<file path="config.mk">
export PLATFORM = sky130hd
export DESIGN_NAME = tras_array
export DESIGN_NICKNAME = d
export VERILOG_FILES = /design/src/rtl/tras_pkg.sv /design/src/rtl/tras_onehot_dec.sv /design/src/rtl/tras_cell_grid.sv /design/src/rtl/tras_scanout.sv /design/src/rtl/tras_array.sv
export SDC_FILE = /design/constraint.sdc
export NUM_CORES = 1
export LEC_CHECK = 0
export BUFFER_PORTS_ARGS = -buffer_cell sky130_fd_sc_hd__buf_2
export CORE_MARGIN = 8
export CORE_UTILIZATION = 47
export DETAILED_ROUTE_END_ITERATION = 7
export HOLD_SLACK_MARGIN = 0.08
export PLACE_DENSITY_LB_ADDON = 0.2
export SETUP_SLACK_MARGIN = 0.5
export SKIP_LAST_GASP = 1
export SLEW_MARGIN = 10
export SYNTH_ARGS = -nofsm -noshare
export SYNTH_HDL_FRONTEND = slang
export SYNTH_SLANG_ARGS = --single-unit
</file>
<file path="constraint.sdc">
create_clock -name clk -period 1.55 [get_ports clk]
set_input_delay 0.2325 -clock clk [delete_from_list [all_inputs] [get_ports clk]]
set_output_delay 0.2325 -clock clk [all_outputs]
set_load 0.01 [all_outputs]
</file>
<file path="src/rtl/tras_pkg.sv">
package tras_pkg;

    typedef enum logic [1:0] {
        CELL_CAPTURE = 2'd0,
        CELL_TOGGLE  = 2'd1,
        CELL_HOLD    = 2'd2
    } cell_op_e;

    // Action of one cell from its two crossing lines and the grid-wide
    // indication that some decoder line is active.
    function automatic cell_op_e cell_op(input logic row_hit,
                                         input logic col_hit,
                                         input logic any_line);
        cell_op_e op;
        if (row_hit && col_hit) begin
            op = CELL_TOGGLE;
        end else if (any_line) begin
            op = CELL_HOLD;
        end else begin
            op = CELL_CAPTURE;
        end
        return op;
    endfunction

endpackage

</file>
<file path="src/rtl/tras_onehot_dec.sv">
module tras_onehot_dec #(
    parameter int IDX_W = 2
) (
    input  logic                 en,
    input  logic [IDX_W-1:0]     idx,
    output logic [(1<<IDX_W)-1:0] lines
);
    localparam int LINES = 1 << IDX_W;

    for (genvar g = 0; g < LINES; g++) begin : g_line
        assign lines[g] = en && (idx == IDX_W'(g));
    end

endmodule

</file>
<file path="src/rtl/tras_cell_grid.sv">
module tras_cell_grid
    import tras_pkg::*;
#(
    parameter int SIDE = 4
) (
    input  logic                   clk,
    input  logic                   rst_n,
    input  logic [SIDE-1:0]        row_ln,
    input  logic [SIDE-1:0]        col_ln,
    input  logic [SIDE*SIDE-1:0]   func_d,
    output logic [SIDE*SIDE-1:0]   state_q
);
    localparam int N_CELLS = SIDE * SIDE;

    typedef struct packed {
        logic [N_CELLS-1:0] bits;
    } grid_s;

    grid_s grid_d, grid_q;
    logic  any_line;

    always_comb begin
        any_line = (|row_ln) | (|col_ln);
        grid_d   = grid_q;
        for (int r = 0; r < SIDE; r++) begin
            for (int c = 0; c < SIDE; c++) begin
                unique case (cell_op(row_ln[r], col_ln[c], any_line))
                    CELL_TOGGLE:  grid_d.bits[r*SIDE+c] = ~grid_q.bits[r*SIDE+c];
                    CELL_CAPTURE: grid_d.bits[r*SIDE+c] = func_d[r*SIDE+c];
                    default:      grid_d.bits[r*SIDE+c] = grid_q.bits[r*SIDE+c];
                endcase
            end
        end
    end

    always_ff @(posedge clk or negedge rst_n) begin
        if (!rst_n) begin
            grid_q <= '0;
        end else begin
            grid_q <= grid_d;
        end
    end

    assign state_q = grid_q.bits;

endmodule

</file>
<file path="src/rtl/tras_scanout.sv">
module tras_scanout #(
    parameter int SIDE = 4
) (
    input  logic [SIDE-1:0]      row_ln,
    input  logic [SIDE-1:0]      col_ln,
    input  logic [SIDE*SIDE-1:0] state_q,
    output logic                 scan_out
);
    logic [SIDE-1:0] row_bus;

    // First level: each row merges its column-gated cells.
    for (genvar r = 0; r < SIDE; r++) begin : g_row
        assign row_bus[r] = |(state_q[r*SIDE +: SIDE] & col_ln);
    end

    // Second level: the active row line picks one row result.
    assign scan_out = |(row_bus & row_ln);

endmodule

</file>
<file path="src/rtl/tras_array.sv">
module tras_array #(
    parameter int SIDE   = 4,
    parameter int ADDR_W = $clog2(SIDE * SIDE) + 1
) (
    input  logic                   clk,
    input  logic                   rst_n,
    input  logic [SIDE*SIDE-1:0]   func_d,
    input  logic [ADDR_W-1:0]      scan_addr,
    input  logic                   dec_en,
    output logic [SIDE*SIDE-1:0]   state_q,
    output logic                   scan_out
);
    localparam int SEL_W = $clog2(SIDE);
    localparam int IDX_W = 2 * SEL_W;

    logic            addr_spill;
    logic            col_en;
    logic [SIDE-1:0] row_ln;
    logic [SIDE-1:0] col_ln;

    if (ADDR_W > IDX_W) begin : g_spare
        assign addr_spill = |scan_addr[ADDR_W-1:IDX_W];
    end else begin : g_exact
        assign addr_spill = 1'b0;
    end

    // Out-of-range keeps the row line up (test mode seen by all cells)
    // but drops every column line, so no cell toggles.
    assign col_en = dec_en & ~addr_spill;

    tras_onehot_dec #(.IDX_W(SEL_W)) u_row_dec (
        .en    (dec_en),
        .idx   (scan_addr[IDX_W-1:SEL_W]),
        .lines (row_ln)
    );

    tras_onehot_dec #(.IDX_W(SEL_W)) u_col_dec (
        .en    (col_en),
        .idx   (scan_addr[SEL_W-1:0]),
        .lines (col_ln)
    );

    tras_cell_grid #(.SIDE(SIDE)) u_grid (
        .clk     (clk),
        .rst_n   (rst_n),
        .row_ln  (row_ln),
        .col_ln  (col_ln),
        .func_d  (func_d),
        .state_q (state_q)
    );

    tras_scanout #(.SIDE(SIDE)) u_so (
        .row_ln   (row_ln),
        .col_ln   (col_ln),
        .state_q  (state_q),
        .scan_out (scan_out)
    );

endmodule

</file>
Word-level counts from Yosys, hierarchy flattened
Cells that the tools add are included.
- register bits after elaboration: 16
- bits in latches: 0
- memory bits (writable): 0
- ROM bits: 0
- output and inout bits: 17
- logic and storage cells: 160
- memories: 0
- add/subtract/negate cells: 0
- $mul: 0
- div/mod/pow operators: 0
- magnitude comparators: 0
- equality and inequality tests: 22
- shift-type cells: 0
- multiplexer cells: 33
- bitwise gates (word level): 24
- reductions and logical operators: 65
- operators by type and width (cell ; count):
    equality test 2 x 1 -> 1 bit, second input constant ; 18
    zero test 2 bit ; 18
    two-way mux 2 bit ; 17
    case mux 1 bit (2 select lines) ; 16
    nonzero test 2 bit ; 16
    OR reduction 4 bit ; 7
    logical AND 1 bit ; 24
    AND 4 bit ; 5
    NOT 1 bit ; 17
    equality test 2 bit, second input constant ; 4
    AND 1 bit ; 1
    bitwise OR 1 bit ; 1

Depth between registers and ports, before layout
- depth after elaboration: 9
- depth in mapped cells: 6

Hierarchy
Synthesis repeated with hierarchy kept, for this count alone.
- cell total of the unflattened synthesis: 112
- area, all modules: 1098.6 um^2
- modules (own cells, without submodules) (module ; times used ; cells each ; area an instance (um^2) ; seq. area each (um^2)):
    tras_cell_grid ; 1 ; 90 ; 913.4 ; 400.4
    tras_scanout ; 1 ; 13 ; 96.3 ; 0.0
    tras_onehot_dec ; 2 ; 4 ; 37.5 ; 0.0
    tras_array ; 1 ; 1 ; 13.8 ; 0.0

Worst setup path after synthesis
No wires, ideal clock.
- kind: input port to output port
- start: input port dec_en
- end: output port scan_out
- arrival time: 1184 ps
- data required time: 1317 ps
- setup slack: 133 ps
- stages: 5
- path through: buf_4 or3b_4 o22ai_1 o22ai_1 nor2_1
- word-level cells in the longest chain between the ends: 6
- elaborated cells between the ends (all ways): 19
- classes of those cells: bitwise (6); reduce/logical (13)
- RTL lines (item ; line ; text):
    start, declared ; tras_array.sv:9 ; input logic dec_en,
    AND 1 bit ; tras_array.sv:29 ; assign col_en = dec_en & ~addr_spill;
    logical AND 1 bit ; tras_onehot_dec.sv:11 ; assign lines[g] = en && (idx == IDX_W'(g));
    AND 4 bit ; tras_scanout.sv:13 ; assign row_bus[r] = |(state_q[r*SIDE +: SIDE] & col_ln);
    OR reduction 4 bit ; tras_scanout.sv:13 ;
    AND 4 bit (*) ; tras_scanout.sv:17 ; assign scan_out = |(row_bus & row_ln);
    OR reduction 4 bit (*) ; tras_scanout.sv:17 ;
    end, declared ; tras_array.sv:11 ; output logic scan_out
Mark *: on every way between the ends. The rest lies on a longest branch, timed or not.

Worst setup path after layout
- start: register u_grid.grid_q (netlist bit u_grid.state_q[10])
- end: output port scan_out
- word-level cells in the longest chain between the ends: 4
- RTL lines (item ; line ; text):
    start, declared ; tras_cell_grid.sv:19 ; grid_s grid_d, grid_q;
    start signal, assigned ; tras_cell_grid.sv:40 ; grid_q <= grid_d;
    AND 4 bit ; tras_scanout.sv:13 ;
    OR reduction 4 bit ; tras_scanout.sv:13 ;
    AND 4 bit ; tras_scanout.sv:17 ;
    OR reduction 4 bit ; tras_scanout.sv:17 ;
Every way passes these cells.

==> summary.txt <==
Run status
  – Status: finished, violations left
  – Violated checks: setup timing

Cells and area
  – Fraction of layout instances using a drive strength above 1: 41.7%
  – Most frequent cells in the layout: buf_2, nor2_1, a21oi_1, dfrtp_1, buf_4
  – Area growth syn-to-layout: 46.7%
  – Layout Nets: 193
  – Multi-input logic area: 598 sq um
  – Largest register FFs: 16
  – Fillers: 174
  – Inserted Diodes: 0
  – Most common cell after layout, fill and taps aside: buf_2
  – Sequential cell area: 400 sq um
  – Design Area, Final: 1490 sq um

Place
  – Dpl cell area: 1240 sq um
  – Detailed placement HPWL: 1870 um
  – Worst slack, placed: 0.0174 ns
  – Final Wtd Congestion: 0.886
  – Port Buffer Count: 40

Floorplan
  – Die area: 3890 sq um
  – Initial cell density of the core: 47.6%
  – IO Pins: 41
  – Core area: 2130 sq um
  – Width of the die: 62.4 um
  – Rows: 17
  – Die Ht: 62.4 um

STA
  – RSZ-0062 raised after global routing: yes
  – Final Hold Fails: 0
  – Final worst path period need: 1.59 ns
  – Worst-Margin Slew: 0.378 ns
  – Final setup TNS: -0.0381 ns
  – Clk_skew: 0 ns
  – Post-route setup slack: -0.0381 ns
  – Slew HR: 74.8%
  – Final setup violation count: 1
  – Slew Viols, Final: 0
  – F_max: 630 MHz
  – Final period util: 102%

Logic synthesis
  – Post-synth cell types: 25
  – Post-Synth Adder-Cell Area: 0%
  – Avg Inst Size Synth: 8.96 sq um
  – Multiplexer share of the synthesized area: 7.91%
  – Main synth FF type: dfrtp_1
  – Seq cells post-synth: 16
  – Synth Area in Simple Gates: 23.2%
  – Compound-Gate Fraction of Synth Area: 11.5%
  – Main combinational cell family by area after synthesis: simple AND/OR/NAND/NOR gates
  – Syn Inst Count: 113
  – Seq/Total Area, Yosys: 39.6%
  – Post-synthesis instance area: 1010 sq um
  – Syn_nets: 137
  – EDFF count, synth: 0
  – Post-Synth XOR/XNOR Area: 13.8%
  – Synth warn: 0
  – Async set or reset register ratio after synthesis: 100%

Drt
  – Via count: 1008
  – DRC Markers: 0
  – Routed len/inst: 14.0 um
  – DR vias/cell: 5.14
  – 1st-iter DRT viols: 33
  – WL final: 2740 um
  – DR pass1 iterations: 4
  – Routed Antenna Nets: 0

GRT
  – First-pass GRT wire length: 4290 um
  – Grt ovf: 0
  – Vias in the first global route: 999
  – Largest net degree at the start of global routing: 21
  – GRT Total Usage: 13.1%
  – Antenna violations before repair: 0

Clocking
  – Total CTS buffers: 3
  – CTS Sinks: 16
  – CTS Buffer Depth: 2
  – Root Driver: clkbuf_4
  – H-tree depth: 1
  – Latest clock arrival within the worst-skew pair: 0.29 ns
  – Clock slew at reported path FFs: 0.10 ns
  – CTS tree: done

Worst setup path
  – CP max FO: 3
  – CP required: 1.32 ns
  – Crit path DAT: 1.36 ns
  – Setup CP Type: reg2out
  – Setup crit end kind: primary output
  – Startpoint types: flop

Power
  – Leak pwr: 0.000657 uW
  – Peak VDD IR: 0.505 mV
  – P per Cell Area: 756 nW/um^2

Min path
  – Worst Hold Class: in2reg

Flow run
  – Max-cap check violation count: 0
==> worst paths after layout <==
check	from	end	slack (ns)	cells past startpoint
max	u_grid.state_q[10]	scan_out	-0.04	5
min	func_d[12]	u_grid.state_q[12]	0.17	3
max reg2reg	u_grid.state_q[5]	u_grid.state_q[5]	0.54	4
min reg2reg	u_grid.state_q[14]	u_grid.state_q[14]	0.60	2
max in group asynchronous	rst_n	u_grid.state_q[2]	0.90	2
min in group asynchronous	rst_n	u_grid.state_q[8]	0.38	2
==> synth_stat cells (all sizes together) (3+ instances only) <==
library cell,number,area (sq um)
buf,4,25.0
nand3,3,15.0
mux2i,8,80.1
nand2,5,18.8
nor3b,3,27.5
clkbuf,4,15.0
nor2,20,75.1
dfrtp,16,400
a21oi,16,80.1
o22ai,3,18.8
nor3,4,25.0
xor2,7,61.3
xnor2,9,78.8
==> report_power, final <==
| part | leakage, uW | internal [uW] | switching [uW] |
|---|---|---|---|
| clock | 0.0000210 | 143 | 138 |
| sequential | 0.000178 | 457 | 34.7 |
| combinational | 0.000458 | 189 | 161 |
==> worst max-delay path: stages, from the launching register on <==
cell and delay (ns):
dfrtp_1 0.42, mux2i_1 0.17, o22ai_1 0.09, o22ai_1 0.18
nor2_1 0.07, buf_2 0.14
==> logic make-up after synthesis <==
logic type,count (synthesis)
buffers and inverters,8
xor gates and xnor gates,16
AOI/OAI and AO/OA,21
muxes,8
and+or+nand+nor,44
DFF,16
==> layout make-up <==
cell class	instances	share of cell area, %
multi-input cells	89	40.3
repair buffers	59	28.0
flip-flops and latches	16	27.0
clock buffers	4	2.44
well taps	28	2.36
==> metrics by stage <==
step                total power (uW)  std cells  utilization [%]  hold WS, ns
finish                          1120        196             69.8        0.169
detailed placement               765        177             58.5        0.173
floorplan                        659        113                -      -0.0631
global placement                 761        177             58.5        0.162
global route                    1190        196             69.8        0.180
CTS                             1070        185             62.4        0.168
==> routing by layer <==
metal | up-vias | share of wire (%) | track usage [%]
met3 | 5 | 6.1 | 5.38
met2 | 28 | 49 | 21.1
met5 | - | 0 | 0
met4 | 0 | 1.4 | 5.13
li1 | 504 | - | -
met1 | 471 | 44 | 15.1
==> what timing repair did <==
action | in CTS | in global routing
setup endpoints to repair | 28 | 31
buffers inserted | 3 | 11
gates resized for setup | 3 | 18
pin swaps | 0 | 7
hold buffers | 1 | 0
hold endpoints to repair | 16 | 0
Note: power is estimated with default switching activity, not from simulation.
